$ cat config.mk
export PLATFORM = sky130hd
export DESIGN_NAME = gpio_irq_ctrl
export DESIGN_NICKNAME = d
export VERILOG_FILES = /design/src/rtl/gpio_irq_pkg.sv /design/src/rtl/gpio_sync.sv /design/src/rtl/gpio_irq_detect.sv /design/src/rtl/gpio_regfile.sv /design/src/rtl/gpio_irq_ctrl.sv
export SDC_FILE = /design/constraint.sdc
export NUM_CORES = 1
export LEC_CHECK = 0
export BUFFER_PORTS_ARGS = -buffer_cell sky130_fd_sc_hd__buf_2
export CAP_MARGIN = 5
export CORE_UTILIZATION = 45
export CTS_BUF_LIST = sky130_fd_sc_hd__clkbuf_4 sky130_fd_sc_hd__clkbuf_8
export DETAILED_ROUTE_END_ITERATION = 12
export PLACE_DENSITY = 0.7
export SYNTH_ARGS = -nofsm -noshare
export SYNTH_HDL_FRONTEND = slang
export SYNTH_SLANG_ARGS = --single-unit
$ cat constraint.sdc
create_clock -name clk -period 2.22 [get_ports clk]
set_clock_uncertainty 0.1 [all_clocks]
set_input_delay 0.111 -clock clk [delete_from_list [all_inputs] [get_ports clk]]
set_output_delay 0.111 -clock clk [all_outputs]
set_load 0.03 [all_outputs]
$ cat src/rtl/gpio_irq_pkg.sv
package gpio_irq_pkg;
   // Word indices of the register bus. The bench and software depend on them.
   typedef enum logic [3:0] {
      IDX_DIR  = 4'd0,
      IDX_TRIG = 4'd1,
      IDX_POL  = 4'd2,
      IDX_RISE = 4'd3,
      IDX_FALL = 4'd4,
      IDX_DIN  = 4'd5,
      IDX_SET  = 4'd6,
      IDX_CLR  = 4'd7,
      IDX_DOUT = 4'd8,
      IDX_MASK = 4'd10,
      IDX_EN   = 4'd11,
      IDX_STAT = 4'd12,
      IDX_ACK  = 4'd13
   } reg_idx_e;

   localparam int unsigned IDX_W = 4;
endpackage

$ cat src/rtl/gpio_sync.sv
module gpio_sync #(
   parameter int W      = 16,
   parameter int STAGES = 2
) (
   input  logic         clk,
   input  logic         rst_n,
   input  logic [W-1:0] d,
   output logic [W-1:0] q
);
   logic [W-1:0] stage_q [STAGES];

   if (STAGES < 2) begin : g_chk
      $error("gpio_sync needs at least two stages");
   end

   for (genvar s = 0; s < STAGES; s++) begin : g_stage
      always_ff @(posedge clk or negedge rst_n) begin
         if (!rst_n)      stage_q[s] <= '0;
         else if (s == 0) stage_q[s] <= d;
         else             stage_q[s] <= stage_q[(s == 0) ? 0 : s-1];
      end
   end

   assign q = stage_q[STAGES-1];
endmodule

$ cat src/rtl/gpio_irq_detect.sv
module gpio_irq_detect #(
   parameter int W = 16
) (
   input  logic         clk,
   input  logic         rst_n,
   input  logic [W-1:0] smp,
   input  logic [W-1:0] lvl_mode,
   input  logic [W-1:0] lvl_pol,
   input  logic [W-1:0] rise_en,
   input  logic [W-1:0] fall_en,
   input  logic [W-1:0] ack,
   output logic [W-1:0] pend
);
   logic [W-1:0] prev_q;

   always_ff @(posedge clk or negedge rst_n) begin
      if (!rst_n) prev_q <= '0;
      else        prev_q <= smp;
   end

   for (genvar i = 0; i < W; i++) begin : g_pin
      logic rise_ev, fall_ev, nxt, bit_q;

      always_comb begin
         rise_ev = smp[i] & ~prev_q[i];
         fall_ev = ~smp[i] & prev_q[i];
         if (lvl_mode[i]) nxt = (smp[i] == lvl_pol[i]);
         else             nxt = (rise_en[i] & rise_ev) | (fall_en[i] & fall_ev)
                                | (bit_q & ~ack[i]);
      end

      always_ff @(posedge clk or negedge rst_n) begin
         if (!rst_n) bit_q <= 1'b0;
         else        bit_q <= nxt;
      end

      assign pend[i] = bit_q;
   end
endmodule

$ cat src/rtl/gpio_regfile.sv
module gpio_regfile
   import gpio_irq_pkg::*;
#(
   parameter int W  = 16,
   parameter int DW = 16
) (
   input  logic             clk,
   input  logic             rst_n,
   input  logic             we,
   input  logic [IDX_W-1:0] addr,
   input  logic [DW-1:0]    wdata,
   output logic [DW-1:0]    rdata,
   input  logic [W-1:0]     din,
   input  logic [W-1:0]     pend,
   output logic [W-1:0]     dir,
   output logic [W-1:0]     lvl_mode,
   output logic [W-1:0]     lvl_pol,
   output logic [W-1:0]     rise_en,
   output logic [W-1:0]     fall_en,
   output logic [W-1:0]     dout,
   output logic [W-1:0]     mask,
   output logic [W-1:0]     en,
   output logic [W-1:0]     ack,
   output logic [W-1:0]     status
);
   logic [W-1:0] wbits;
   assign wbits = wdata[W-1:0];

   always_ff @(posedge clk or negedge rst_n) begin
      if (!rst_n) begin
         dir      <= '0;
         lvl_mode <= '0;
         lvl_pol  <= '0;
         rise_en  <= '0;
         fall_en  <= '0;
         dout     <= '0;
         mask     <= '1;
         en       <= '0;
      end else if (we) begin
         case (addr)
            IDX_DIR:  dir      <= wbits;
            IDX_TRIG: lvl_mode <= wbits;
            IDX_POL:  lvl_pol  <= wbits;
            IDX_RISE: rise_en  <= wbits;
            IDX_FALL: fall_en  <= wbits;
            IDX_SET:  dout     <= dout | wbits;
            IDX_CLR:  dout     <= dout & ~wbits;
            IDX_MASK: mask     <= wbits;
            IDX_EN:   en       <= wbits;
            default:  ;
         endcase
      end
   end

   assign ack    = (we && addr == IDX_ACK) ? wbits : '0;
   assign status = pend & ~mask & en;

   always_comb begin
      case (addr)
         IDX_DIR:  rdata = DW'(dir);
         IDX_TRIG: rdata = DW'(lvl_mode);
         IDX_POL:  rdata = DW'(lvl_pol);
         IDX_RISE: rdata = DW'(rise_en);
         IDX_FALL: rdata = DW'(fall_en);
         IDX_DIN:  rdata = DW'(din);
         IDX_DOUT: rdata = DW'(dout);
         IDX_MASK: rdata = DW'(mask);
         IDX_EN:   rdata = DW'(en);
         IDX_STAT: rdata = DW'(status);
         default:  rdata = '0;
      endcase
   end
endmodule

$ cat src/rtl/gpio_irq_ctrl.sv
module gpio_irq_ctrl
   import gpio_irq_pkg::*;
#(
   parameter int NPINS       = 16,
   parameter int DW          = 16,
   parameter int SYNC_STAGES = 2
) (
   input  logic             clk,
   input  logic             rst_n,
   input  logic             bus_we,
   input  logic [3:0]       bus_addr,
   input  logic [DW-1:0]    bus_wdata,
   output logic [DW-1:0]    bus_rdata,
   input  logic [NPINS-1:0] pin_in,
   output logic [NPINS-1:0] pin_out,
   output logic [NPINS-1:0] pin_oe,
   output logic             irq
);
   if (NPINS > DW || NPINS < 1) begin : g_chk
      $error("NPINS must be between 1 and DW");
   end

   logic [NPINS-1:0] din_w, pend_w, trig_w, pol_w, rise_w, fall_w;
   logic [NPINS-1:0] mask_w, en_w, ack_w, stat_w;

   gpio_sync #(.W(NPINS), .STAGES(SYNC_STAGES)) sync_i (
      .clk(clk), .rst_n(rst_n), .d(pin_in), .q(din_w));

   gpio_regfile #(.W(NPINS), .DW(DW)) regs_i (
      .clk(clk), .rst_n(rst_n), .we(bus_we), .addr(bus_addr),
      .wdata(bus_wdata), .rdata(bus_rdata), .din(din_w), .pend(pend_w),
      .dir(pin_oe), .lvl_mode(trig_w), .lvl_pol(pol_w), .rise_en(rise_w),
      .fall_en(fall_w), .dout(pin_out), .mask(mask_w), .en(en_w),
      .ack(ack_w), .status(stat_w));

   gpio_irq_detect #(.W(NPINS)) det_i (
      .clk(clk), .rst_n(rst_n), .smp(din_w), .lvl_mode(trig_w),
      .lvl_pol(pol_w), .rise_en(rise_w), .fall_en(fall_w), .ack(ack_w),
      .pend(pend_w));

   assign irq = |stat_w;
endmodule

### After elaboration in Yosys (flattened, before gate mapping)

Index checks and enable logic that the tools add are counted.

* eq/ne operators: 28
* multiplexer cells: 19
* bitwise gates (word level): 166
* reductions and logical operators: 12

Operators by type and width (number)
* 16-bit one-hot mux with 10 select lines: 1
* 1-bit bitwise AND: 80
* 16-bit bitwise AND: 3
* 1-bit inverter: 48
* 16-bit inverter: 2
* 1-bit OR: 32
* 16-bit one-hot mux with 2 select lines: 1
* 4-bit equality test, second input constant: 5
* 1-bit equality test: 16
* 4-bit by 3-bit equality test with 1-bit output, second input constant: 4
* 1-bit two-way mux: 16
* 16-bit two-way mux: 1
* 16-bit OR: 1
* 2-bit AND reduction: 8
* 16-bit OR reduction: 1
* 4-bit by 2-bit equality test with 1-bit output, second input constant: 2
* 4-bit by 1-bit equality test with 1-bit output, second input constant: 1
* 4-bit logical NOT: 1
* 2-bit nonzero test: 1
* 1-bit logical AND: 1

* register bits after elaboration: 192
* input port bits: 39
* output and inout bits: 49
* logic and storage cells: 252

### Longest topological paths before layout

Gate-level depths: netlist (run 1).

* depth after elaboration: 7
* mapped depth: 7
* depth with buffers taken out: 4

### Hierarchy

Synthesis (run 1) repeated with hierarchy kept, for this count alone.

* cells, all modules: 779
* area, all modules: 9317.7 um2

Modules (own cells, without submodules)
* gpio_regfile: times used 1, cells each 550, area an instance 6502.5 um2, sequential area each 3223.1 um2
* gpio_irq_detect: times used 1, cells each 176, area an instance 1863.0 um2, sequential area each 800.8 um2
* gpio_sync: times used 1, cells each 48, area an instance 920.9 um2, sequential area each 800.8 um2
* gpio_irq_ctrl: times used 1, cells each 5, area an instance 31.3 um2, sequential area each 0.0 um2

### Least setup slack after synthesis (run 1)

Ideal clock, no wire load.

* kind: register -> output
* from: register regs_i.mask[5]
* to: output port irq
* arrival time: 1.621 ns
* required time: 2.009 ns
* setup slack: 0.388 ns
* cell stages (with the launch flop): 5
* buffers on the path: 0
* cells stage by stage: dfstp_2 > nand3b_1 > nand4_1 > or3_1 > or4_1

* word-level cells in the longest chain between the ends: 4

Ends and longest elaborated chain
* start: declaration: line gpio_regfile.sv:21 `output logic [W-1:0] mask,`
* start signal: assignment: line gpio_regfile.sv:48 `IDX_MASK: mask <= wbits;`
* 16-bit inverter: line gpio_regfile.sv:56 `assign status = pend & ~mask & en;`
* 16-bit bitwise AND (2 in series): line gpio_regfile.sv:56
* 16-bit OR reduction: line gpio_irq_ctrl.sv:41 `assign irq = |stat_w;`
* end: declaration: line gpio_irq_ctrl.sv:17 `output logic irq`

Every way passes these cells.

### Worst setup path after layout (run 1)

* from: register regs_i.mask[6]
* to: output port irq

Same word-level chain as after synthesis.

==> summary.txt, run 1 <==
Outcome
  – Outcome: finished, violations left
  – Failing checks: setup timing

Floorplan
  – Rows: 50
  – Initial Util: a little under half
  – Total I/O pin count: 88
  – Die height: about 140 um
  – Core area: about 19000 um2
  – Die X: 140 um
  – Die Area: approximately 20000 um2

Critical path
  – R2R setup slack: between 1 and 1.5 ns
  – WP data arrival: between 2 and 2.5 ns
  – Startpoint types: register
  – Critical path start-end classification: register to primary output
  – Worst Path Required: ~2 ns
  – Peak fanout along the critical path: 3
  – Worst setup EP type: primary output

Detailed routing
  – Drt pass-1 iters: 5
  – Routed wl met3: between 1.5 and 2 mm
  – DRT met1 WL: roughly 10 mm
  – Detail Route Antenna Nets: 0
  – Final WL: 23.7 mm
  – Via count: 6458
  – DR top layer: met4
  – Post-route DRC violation count: 0
  – Initial drt markers: 581
  – Routed len/inst: between 20 and 25 um
  – WL met2: around 11 mm
  – Vias per cell: between 5 and 6

Worst hold path
  – Min-Delay Path Class: input pin to register

Clock tree
  – Max Root-Sink Buffers: 2
  – CTS Buf Count: 17
  – Root Driver: clkbuf_8
  – CTS tree: yes
  – Clk_lat worst skew: around 0.47 ns
  – Clk sink count: 192
  – H-tree levels: 4
  – Worst-path clk slew: about 0.10 ns

Global routing
  – Largest net degree at the start of global routing: 92
  – First-pass GRT wire length: 36.8 mm
  – Gr ovfl total: 0
  – Vias in the first global route: around 6400
  – Initial antenna violation count: 0
  – All-Layer GR Usage: between 20 and 30%

Power and ir drop
  – Switching portion of total power: about 33%
  – Power per cell area: approximately 910 nW/um2
  – Sequential Power Share: approximately 52%
  – Internal power: around 6.3 mW
  – Clock share of power: between 20% and 30%
  – Combinational power share: 24.1%
  – Static Leak: between 4 and 5 nW
  – Sw power: around 3.1 mW
  – Max VDD drop: roughly 0.47 mV

Logic synthesis
  – Netlist Area Pre-Place: 8620 um2
  – Avg Cell Area, Syn: approximately 12 um2
  – Top-count cell post-synth: dfrtp_1
  – Commonest cells post-synth: dfrtp_1 (176), mux2_2 (107), nand2_1 (65), clkbuf_1 (25), o22ai_1 (25)
  – Net Count, Synth: about 730
  – Synth Flop Type: dfrtp_1
  – Synth area leader: dfrtp_1
  – Sequential area share after synthesis: between 50% and 60%
  – Post-synth EDFFs: 0
  – Synthesis Warnings: 0
  – Post-synth ARST share: 100%
  – Synth Register Bits: between 150 and 200
  – Post-synth top area share: between 50% and 60%
  – Post-Synthesis Cells: approximately 690
  – Count of cell types in the netlist: 59
  – Dominant cells by area after synthesis: dfrtp_1 (51%), mux2_2 (14%), dfstp_2 (4.9%), nand2_1 (2.8%), a22oi_1 (2.1%)

Flow run
  – Max Cap Viol: 0

Finish
  – Share of cells above drive strength 1: roughly 36%
  – Sequential Area: just under 5000 um2
  – # diodes: 0
  – Util after Layout: 54.7%
  – Area grow syn2layout: 19.1%
  – Fillers: between 1500 and 2000
  – Multi-input logic area: around 3600 um2
  – Post-layout nets: 870

Timing
  – Final hold vios: 0
  – Min Clock Period, post-route: about 2.5 ns
  – RSZ-0062 raised after global routing: yes
  – Final WS setup: -0.290 ns
  – Worst slew pin tran: ~0.77 ns
  – # setup viols final: 1
  – Slew Limit Fails: 0
  – Final Cycle Share: 113%
  – Max Clk Rate: 0.398 GHz
  – Worst slew margin: slightly below 50%

Place
  – Dpl hpwl: 16.1 mm
  – Buffers added on ports: 87
  – Routability cong.: between 0.8 and 0.9
  – Pre-CTS setup slack: roughly 0.18 ns
## cells in the final DEF, fill, tap and decap left out, types with 16 or more instances in the layout
cell type / n
dfrtp_1: 176
mux2_2: 107
buf_2: 85
nand2_1: 65
buf_4: 47
dlygate4sd3_1: 33
o22ai_1: 25
a22oi_1: 24
a21oi_1: 24
clkbuf_8: 18
a21boi_0: 16
xor2_1: 16
o31a_1: 16
a31oi_1: 16
dfstp_2: 16
## power by group through the flow
stage,Clock [mW],Sequential [mW],Combinational (mW)
2_1_floorplan,0,4.96,1.29
3_3_place_gp,0,4.84,2.09
3_5_place_dp,0,4.89,2.16
4_1_cts,2.31,4.83,2.25
5_1_grt,2.44,4.92,2.43
6_report,2.26,4.84,2.26
## metal layers
layer / GRT usage [%] / vias to the layer above
met5: 0 / -
met4: 9.02 / 0
met3: 4.75 / 35
met2: 40.0 / 282
met1: 34.0 / 3285
li1: - / 2856
## logic make-up after synthesis
| logic type | synth area share (%) |
|---|---|
| and+or+nand+nor | 8.65 |
| DFF | 55.9 |
| muxes | 16.7 |
| buffers and inverters | 2.93 |
| xor gates and xnor gates | 1.62 |
| AOI/OAI and AO/OA | 14.2 |
## stage by stage
stage | cell area, um2 | cells | power [mW] | hold slack [ns] | setup TNS [ns]
after floorplan | 8620 | 693 | 6.25 | -0.285 | 0
after global placement | 9520 | 1010 | 6.93 | 0.119 | 0
after detailed placement | 9520 | 1010 | 7.05 | 0.120 | 0
after CTS | 10300 | 1077 | 9.39 | 0.111 | -0.287
after global routing | 10300 | 1077 | 9.80 | 0.133 | -0.316
final | 10300 | 1077 | 9.37 | 0.130 | -0.290
## final cells by class
class                   instances  share of cell area (%)
flip-flops and latches        192                    47.0
multi-input cells             449                    34.6
repair buffers                171                    11.8
well taps                     234                    2.85
clock buffers                  18                    2.35
clock inverters                13                    1.38
## sequential cells by signal (all words and copies together) (netlist names), named ones only
register	cells
det_i.g_pin.bit_q	16
det_i.prev_q	16
regs_i.dir	16
regs_i.en	16
regs_i.fall_en	16
regs_i.lvl_mode	16
regs_i.lvl_pol	16
regs_i.mask	16
regs_i.rise_en	16
sync_i.q	16
sync_i.stage_q	16
## worst paths after layout
kind                       depth (start not counted)          startpoint                    to
max reg2reg                                        3         sync_i.q[0]  det_i.g_pin[0].bit_q
min reg2reg                                        0  sync_i.stage_q[26]          sync_i.q[10]
max                                                5      regs_i.mask[6]                   irq
min in group asynchronous                          2               rst_n    sync_i.stage_q[31]
min                                                4              bus_we         regs_i.dir[8]
max in group asynchronous                          3               rst_n       regs_i.mask[14]
## worst max-delay path: stages, from the launching register on
cell and delay [ns]:
dfstp_2 0.56, nand3b_1 0.17, nand2_1 0.11, or3_4 0.40
or4_4 0.44, buf_6 0.16
## repair_timing
action	in CTS	in global routing
gates resized for setup	3	1
pin swaps	1	2
hold endpoints to repair	218	0
hold buffers	33	0
endpoints found under the setup margin	1	1
setup buffers	3	0
Note: power is estimated with default switching activity, not from simulation.
==> inputs of run 2 (changes only) <==
- PLACE_DENSITY: 0.7 -> default
- PLACE_DENSITY_LB_ADDON: default -> 0.2
==> summary.txt, run 2 (synthesis results as in run 1) <==
Power and ir drop
  – Clock share of power: 24.6% (+0.4 points)
  – Power per cell area: 913 nW/um2 (about the same)
  – Sw power: 3.02 mW (-1.5%)
  – Max VDD drop: 0.564 mV (+20%)
  – Combinational power share: 24.1% (about the same)
  – Sequential Power Share: 51.4% (-0.3 points)
  – Static Leak: 4.51 nW (about the same)
  – Internal power: 6.36 mW (+0.94%)
  – Switching portion of total power: 32.2% (-0.54 points)

Detailed routing
  – Detail Route Antenna Nets: 0 (unchanged)
  – Post-route DRC violation count: 0 (unchanged)
  – Routed len/inst: 21.8 um (-0.64%)
  – Vias per cell: 5.92 (-1.3%)
  – Via count: 6364 (-1.5%)
  – Initial drt markers: 423 (-27%)
  – Drt pass-1 iters: 5 (unchanged)
  – Final WL: 23.5 mm (-0.83%)

Global routing
  – Vias in the first global route: 6495 (+1.2%)
  – First-pass GRT wire length: 37.2 mm (+1.2%)
  – Gr ovfl total: 0 (unchanged)
  – Largest net degree at the start of global routing: 69 (-25%)
  – Initial antenna violation count: 0 (unchanged)
  – All-Layer GR Usage: 25.2% (+0.24 points)

Finish
  – Area grow syn2layout: 19.1% (about the same)
  – Commonest non-fill, non-tap cells in the layout: dfrtp_1 (176), mux2_2 (107), buf_2 (85), nand2_1 (65), buf_4 (43)
  – Multi-input logic area: 3560 um2 (unchanged)
  – Fillers: 1609 (+0.88%)
  – # diodes: 0 (unchanged)
  – Post-layout nets: 867 (-0.34%)
  – Share of cells above drive strength 1: 35.9% (-0.15 points)
  – Sequential Area: 4820 um2 (unchanged)
  – Post-Layout Inst Area: 10300 um2 (about the same)
  – Commonest non-fill, non-tap cell in the layout: dfrtp_1
  – Util after Layout: 54.8% (about the same)

Floorplan
  – Core area: 18800 um2 (unchanged)
  – Initial Util: 46.0% (unchanged)
  – Die Area: 19700 um2 (unchanged)
  – Die height: 140 um (unchanged)
  – Total I/O pin count: 88 (unchanged)
  – Rows: 50 (unchanged)
  – Die X: 140 um (unchanged)

Timing
  – Worst slew pin tran: 0.686 ns (-0.0881 ns)
  – Fin Hold WS: 0.116 ns (-0.0138 ns)
  – Setup TNS: -0.251 ns (+0.0384 ns)
  – RSZ-0062 raised after global routing: yes
  – Slew Limit Fails: 0 (unchanged)
  – Final WS setup: -0.251 ns (+0.0384 ns)
  – # setup viols final: 1 (unchanged)
  – Worst slew margin: 54.2% (+5.8 points)
  – Max Clk Rate: 0.405 GHz (+1.6%)
  – Min Clock Period, post-route: 2.47 ns (-0.0384 ns)
  – Final Cycle Share: 111% (-1.7 points)
  – Final hold vios: 0 (unchanged)

Critical path
  – Worst setup EP type: primary output
  – Critical path start-end classification: register to primary output
  – Crit path buf inv count: 1 (unchanged)
  – Critical path's slowest cell: dfstp_2
  – Worst-case reg-to-reg path depth: 3 (unchanged)
  – R2R setup slack: 1.13 ns (about the same)
  – Launch point of the worst reg-to-reg path: sync_i.q[12]
  – Crit. path cell count: 5 (unchanged)
  – Start point of the critical path: regs_i.mask[6]
  – Worst Path Required: 2.01 ns (about the same)
  – WP data arrival: 2.26 ns (-0.04 ns)
  – Peak fanout along the critical path: 3 (unchanged)
  – Worst setup path end: irq
  – Worst path max stage delay: 0.55 ns (about the same)
  – Cell Chain, Critical Path: nand3b_1 -> nand2_1 -> or3_4 -> or4_4 -> buf_6
  – CP top delay family: simple AND/OR/NAND/NOR gates
  – RR Endpoint: det_i.g_pin[12].bit_q
  – Startpoint types: register

Place
  – Dpl hpwl: 16.0 mm (-0.70%)
  – Routability cong.: 0.871 (-2.3%)
  – Buffers added on ports: 87 (unchanged)
  – Pre-CTS setup slack: 0.172 ns (-0.00748 ns)
  – DP Area: 9500 um2 (-0.18%)

Outcome
  – Failing checks: setup timing
  – Outcome: finished, violations left

Worst hold path
  – Min-Delay Path Class: input pin to async pin

Clock tree
  – Root Driver: clkbuf_8
  – Max Root-Sink Buffers: 2 (unchanged)
  – Worst-path clk slew: 0.09 ns (about the same)
  – Clk sink count: 192 (unchanged)
  – Clk_lat worst skew: 0.47 ns (about the same)
  – CTS tree: yes
  – H-tree levels: 4 (unchanged)
  – CTS Buf Count: 17 (unchanged)

Flow run
  – Max Cap Viol: 0 (unchanged)
==> run 2: metrics by stage <==
stage | power, mW | cells
finish | 9.38 | 1075
global route | 9.86 | 1075
CTS | 9.42 | 1074
detailed placement | 7.04 | 1006
global placement | 6.94 | 1006
floorplan | 6.25 | 693
==> run 2: power groups by stage <==
stage	combinational (mW)	clock, mW	sequential, mW
floorplan	1.29	0	4.96
global placement	2.10	0	4.83
detailed placement	2.16	0	4.88
CTS	2.25	2.36	4.81
global route	2.44	2.51	4.91
finish	2.26	2.31	4.82
==> run 2: layout make-up <==
cell class,instances,share of cell area [%]
tap,234,2.85
timing repair buffer,168,11.7
sequential,192,47.0
clock inverter,11,1.31
clock buffer,21,2.57
multi-input combinational,449,34.6
==> run 2: routing by layer <==
| layer | share of wire, % | vias up | GRT usage (%) |
|---|---|---|---|
| met5 | 0 | - | 0 |
| met4 | 2.5 | 0 | 9.20 |
| met3 | 6.1 | 30 | 5.98 |
| met2 | 47 | 218 | 40.0 |
| met1 | 44 | 3273 | 33.8 |
| li1 | - | 2843 | - |
==> run 2: worst min path at each step <==
stage,to,slack (ns),depth (start not counted)
after global placement,sync_i.q[0],0.06,1
after detailed placement,sync_i.q[15],0.07,1
final,det_i.prev_q[15],0.12,2
after floorplan,async pin,-0.28,0
after global routing,regs_i.fall_en[1],0.14,3
after CTS,sync_i.q[15],0.13,2
==> run 2: timing repair <==
item | CTS | global route
buffers inserted | 3 | 1
hold buffers | 33 | 0
hold endpoints to repair | 224 | 0
gates resized for setup | 3 | 1
pin swaps | 1 | 1
setup endpoints to repair | 1 | 1
==> run 2: worst register-to-register path, delay by kind of cell, from the launching register on <==
kind            cells  cell delay (ns)
flops               1             0.46
compound gates      2             0.34
simple gates        1             0.09
==> inputs of run 3 (changes only) <==
- ABC_AREA: default -> 1
==> summary.txt, run 3 <==
Finish
  – Commonest non-fill, non-tap cells in the layout: nand2_1 (350), dfrtp_1 (176), nand3_1 (164), nor2_1 (108), o21ai_0 (106)
  – Commonest non-fill, non-tap cell in the layout: nand2_1
  – Fillers: 1787 (+11%)
  – Area grow syn2layout: 18.7%
  – Post-layout nets: 1264 (+46%)
  – Util after Layout: 55.2% (+0.42 points)
  – Share of cells above drive strength 1: 14.5% (-21 points)
  – # diodes: 0 (unchanged)
  – Post-Layout Inst Area: 10500 um2 (+1.8%)
  – Fin cells: 1498 (+39%)

Power and ir drop
  – Clock share of power: 27.5% (+2.9 points)
  – Sw power: 3.13 mW (+3.9%)
  – Combinational power share: 21.5% (-2.6 points)
  – Sequential Power Share: 51.0% (-0.4 points)
  – Max VDD drop: 0.392 mV (-30%)
  – Static Leak: 5.28 nW (+17%)
  – Switching portion of total power: 33.6% (+1.5 points)
  – Internal power: 6.18 mW (-2.8%)
  – Power per cell area: 891 nW/um2 (-2.4%)

Critical path
  – Worst setup EP type: primary output
  – WP data arrival: 1.75 ns (-0.51 ns)
  – Peak fanout along the critical path: 3 (unchanged)
  – Crit path buf inv count: 1 (unchanged)
  – Critical path start-end classification: register to primary output
  – Worst path max stage delay: 0.38 ns (-0.17 ns)
  – Cell Chain, Critical Path: nand2_1 -> nor2_1 -> nand2_1 -> nand2_1 -> nor2_1 -> nand3_1 -> buf_2
  – CP top delay family: simple AND/OR/NAND/NOR gates
  – Critical path's slowest cell: dfrtp_1
  – Worst Path Required: 2.01 ns (about the same)
  – Startpoint types: register
  – Worst path most repeated cell: nand2_1

Detailed routing
  – Post-route DRC violation count: 0 (unchanged)
  – Vias per cell: 5.11 (-14%)
  – Initial drt markers: 682 (+61%)
  – Drt pass-1 iters: 5 (unchanged)
  – Routed len/inst: 16.8 um (-23%)
  – Final WL: 25.2 mm (+7.3%)
  – Via count: 7649 (+20%)
  – Detail Route Antenna Nets: 0 (unchanged)

Place
  – Inst Count DP: 1432 (+42%)
  – Routability cong.: 0.887 (+1.8%)
  – Dpl hpwl: 17.2 mm (+7.9%)
  – Buffers added on ports: 87 (unchanged)
  – Pre-CTS setup slack: 0.586 ns (+0.413 ns)
  – DP Area: 9670 um2 (+1.8%)

Logic synthesis
  – Synthesis Warnings: 0 (unchanged)
  – Post-Synthesis Cells: 1107 (+60%)
  – Commonest cells post-synth: nand2_1 (350), dfrtp_1 (176), nand3_1 (164), nor2_1 (111), o21ai_0 (106)
  – Post-synth top area share: 50.0% (-1.1 points)
  – Netlist Area Pre-Place: 8810 um2 (+2.2%)
  – Largest family of logic cells by synthesized area: simple AND/OR/NAND/NOR gates
  – Synth Register Bits: 192 (unchanged)
  – Avg Cell Area, Syn: 7.96 um2 (-36%)
  – Dominant cells by area after synthesis: dfrtp_1 (50%), nand2_1 (15%), nand3_1 (9.3%), o21ai_0 (6.0%), dfstp_2 (4.8%)
  – Synth area leader: dfrtp_1
  – Post-synthesis compound-gate area fraction: 8.18% (-6.0 points)
  – Post-Synth Simple-Gate Area: 29.8% (+21 points)
  – Synth Flop Type: dfrtp_1
  – Adder-Cell Fraction of Synth Area: 0% (unchanged)
  – Net Count, Synth: 1146 (+57%)
  – Top-count cell post-synth: nand2_1
  – Post-synth EDFFs: 0 (unchanged)
  – Post-synthesis mux area share: 0% (-17 points)
  – Count of cell types in the netlist: 19 (-68%)
  – Post-synth ARST share: 100% (unchanged)
  – Sequential area share after synthesis: 54.8% (-1.2 points)
  – Xor and xnor fraction of the mapped netlist area: 1.59% (-0.034 points)

Flow run
  – Max Cap Viol: 0 (unchanged)

Global routing
  – Gr ovfl total: 0 (unchanged)
  – Vias in the first global route: 6955 (+7.1%)
  – First-pass GRT wire length: 39.5 mm (+6.2%)
  – Initial antenna violation count: 0 (unchanged)
  – All-Layer GR Usage: 26.4% (+1.1 points)
  – Largest net degree at the start of global routing: 69 (unchanged)

Floorplan
  – Initial Util: 46.5% (+0.53 points)
  – Die X: 142 um (+1.1%)
  – Die height: 142 um (+1.1%)
  – Total I/O pin count: 88 (unchanged)
  – Core area: 19000 um2 (+1.0%)
  – Die Area: 20100 um2 (+2.1%)
  – Rows: 50 (unchanged)

Outcome
  – Outcome: finished, final reports clean

Clock tree
  – Post-CTS setup buffer count: 0 (-3)
  – Root Driver: clkbuf_8
  – Clk_lat worst skew: 0.47 ns (about the same)
  – CTS tree: yes
  – CTS Buf Count: 17 (unchanged)
  – Resized cells post-CTS: 0 (-3)
  – Max Root-Sink Buffers: 2 (unchanged)
  – Worst-path clk slew: 0.10 ns (about the same)
  – H-tree levels: 4 (unchanged)
  – Clk sink count: 192 (unchanged)

Timing
  – Worst slew margin: 55.9% (+1.7 points)
  – # setup viols final: 0 (-1)
  – Setup TNS: 0 ns (+0.251 ns)
  – Final WS setup: 0.259 ns (+0.510 ns)
  – RSZ-0062 raised after global routing: no
  – Min Clock Period, post-route: 1.96 ns (-0.510 ns)
  – Worst slew pin tran: 0.659 ns (-0.0268 ns)
  – Max Clk Rate: 0.510 GHz (+26%)
  – Final hold vios: 0 (unchanged)
  – Slew Limit Fails: 0 (unchanged)
  – Final Cycle Share: 88.4% (-23 points)

Worst hold path
  – Min-Delay Path Class: input pin to register
-- run 3: layout make-up --
cell class / count / area [um2] / area share [%]
clock inverter: 12 / 181 / 1.73
timing repair buffer: 150 / 1100 / 10.5
inverter: 70 / 263 / 2.51
sequential: 192 / 4820 / 46.1
clock buffer: 20 / 263 / 2.51
multi-input combinational: 794 / 3500 / 33.5
tap: 260 / 325 / 3.11
-- run 3: power by group through the flow --
| stage | Combinational, mW | Sequential, mW | Clock, mW |
|---|---|---|---|
| after global placement | 1.91 | 4.80 | 0 |
| after detailed placement | 1.95 | 4.80 | 0 |
| after CTS | 2.00 | 4.74 | 2.60 |
| after floorplan | 1.07 | 4.89 | 0 |
| final | 2.00 | 4.76 | 2.56 |
| after global routing | 2.24 | 4.84 | 2.75 |
-- run 3: per-layer routing --
layer	wire length, um	GRT usage, %	up-vias	part of all wire [%]
met4	409	7.41	0	1.6
met1	12300	40.4	3554	49
li1	-	-	3790	-
met2	10800	37.9	281	43
met3	1650	5.08	24	6.6
met5	0	0	-	0
-- run 3: worst paths after layout --
path	slack (ns)	from	end	cells after the start
setup / recovery	0.26	regs_i.en[6]	bus_rdata[6]	7
hold / removal	0.04	bus_addr[3]	register	4
setup reg to reg	1.03	sync_i.q[8]	det_i.g_pin[8].bit_q	6
hold reg to reg	0.25	sync_i.stage_q[16]	sync_i.q[0]	0
max in group asynchronous	1.17	rst_n	regs_i.mask[14]	3
min in group asynchronous	0.11	rst_n	sync_i.stage_q[20]	2
-- run 3: cells by family (layout without fill, tap and decap cells) --
| kind of cell | after synthesis | after routing |
|---|---|---|
| compound gates | 144 | 144 |
| flops | 192 | 192 |
| buf+inv | 121 | 252 |
| xor+xnor | 16 | 16 |
| simple gates | 634 | 634 |
-- run 3: per-stage QoR --
stage                     hold WS [ns]  total power [mW]
final                           0.0416              9.32
after global placement          0.0703              6.71
after detailed placement        0.0690              6.76
after global routing            0.0368              9.82
after CTS                       0.0256              9.35
after floorplan                 -0.285              5.96
-- run 3: worst min-delay path, cell delays in order --
cell and delay, ns:
buf_2 0.18, nor3_4 0.13, nand2_1 0.09, o21ai_1 0.05
-- run 3: what timing repair did --
item / 4_1_cts / 5_1_grt
endpoints found under the setup margin: 0 / 0
hold endpoints to repair: 230 / 0
hold buffers: 34 / 0
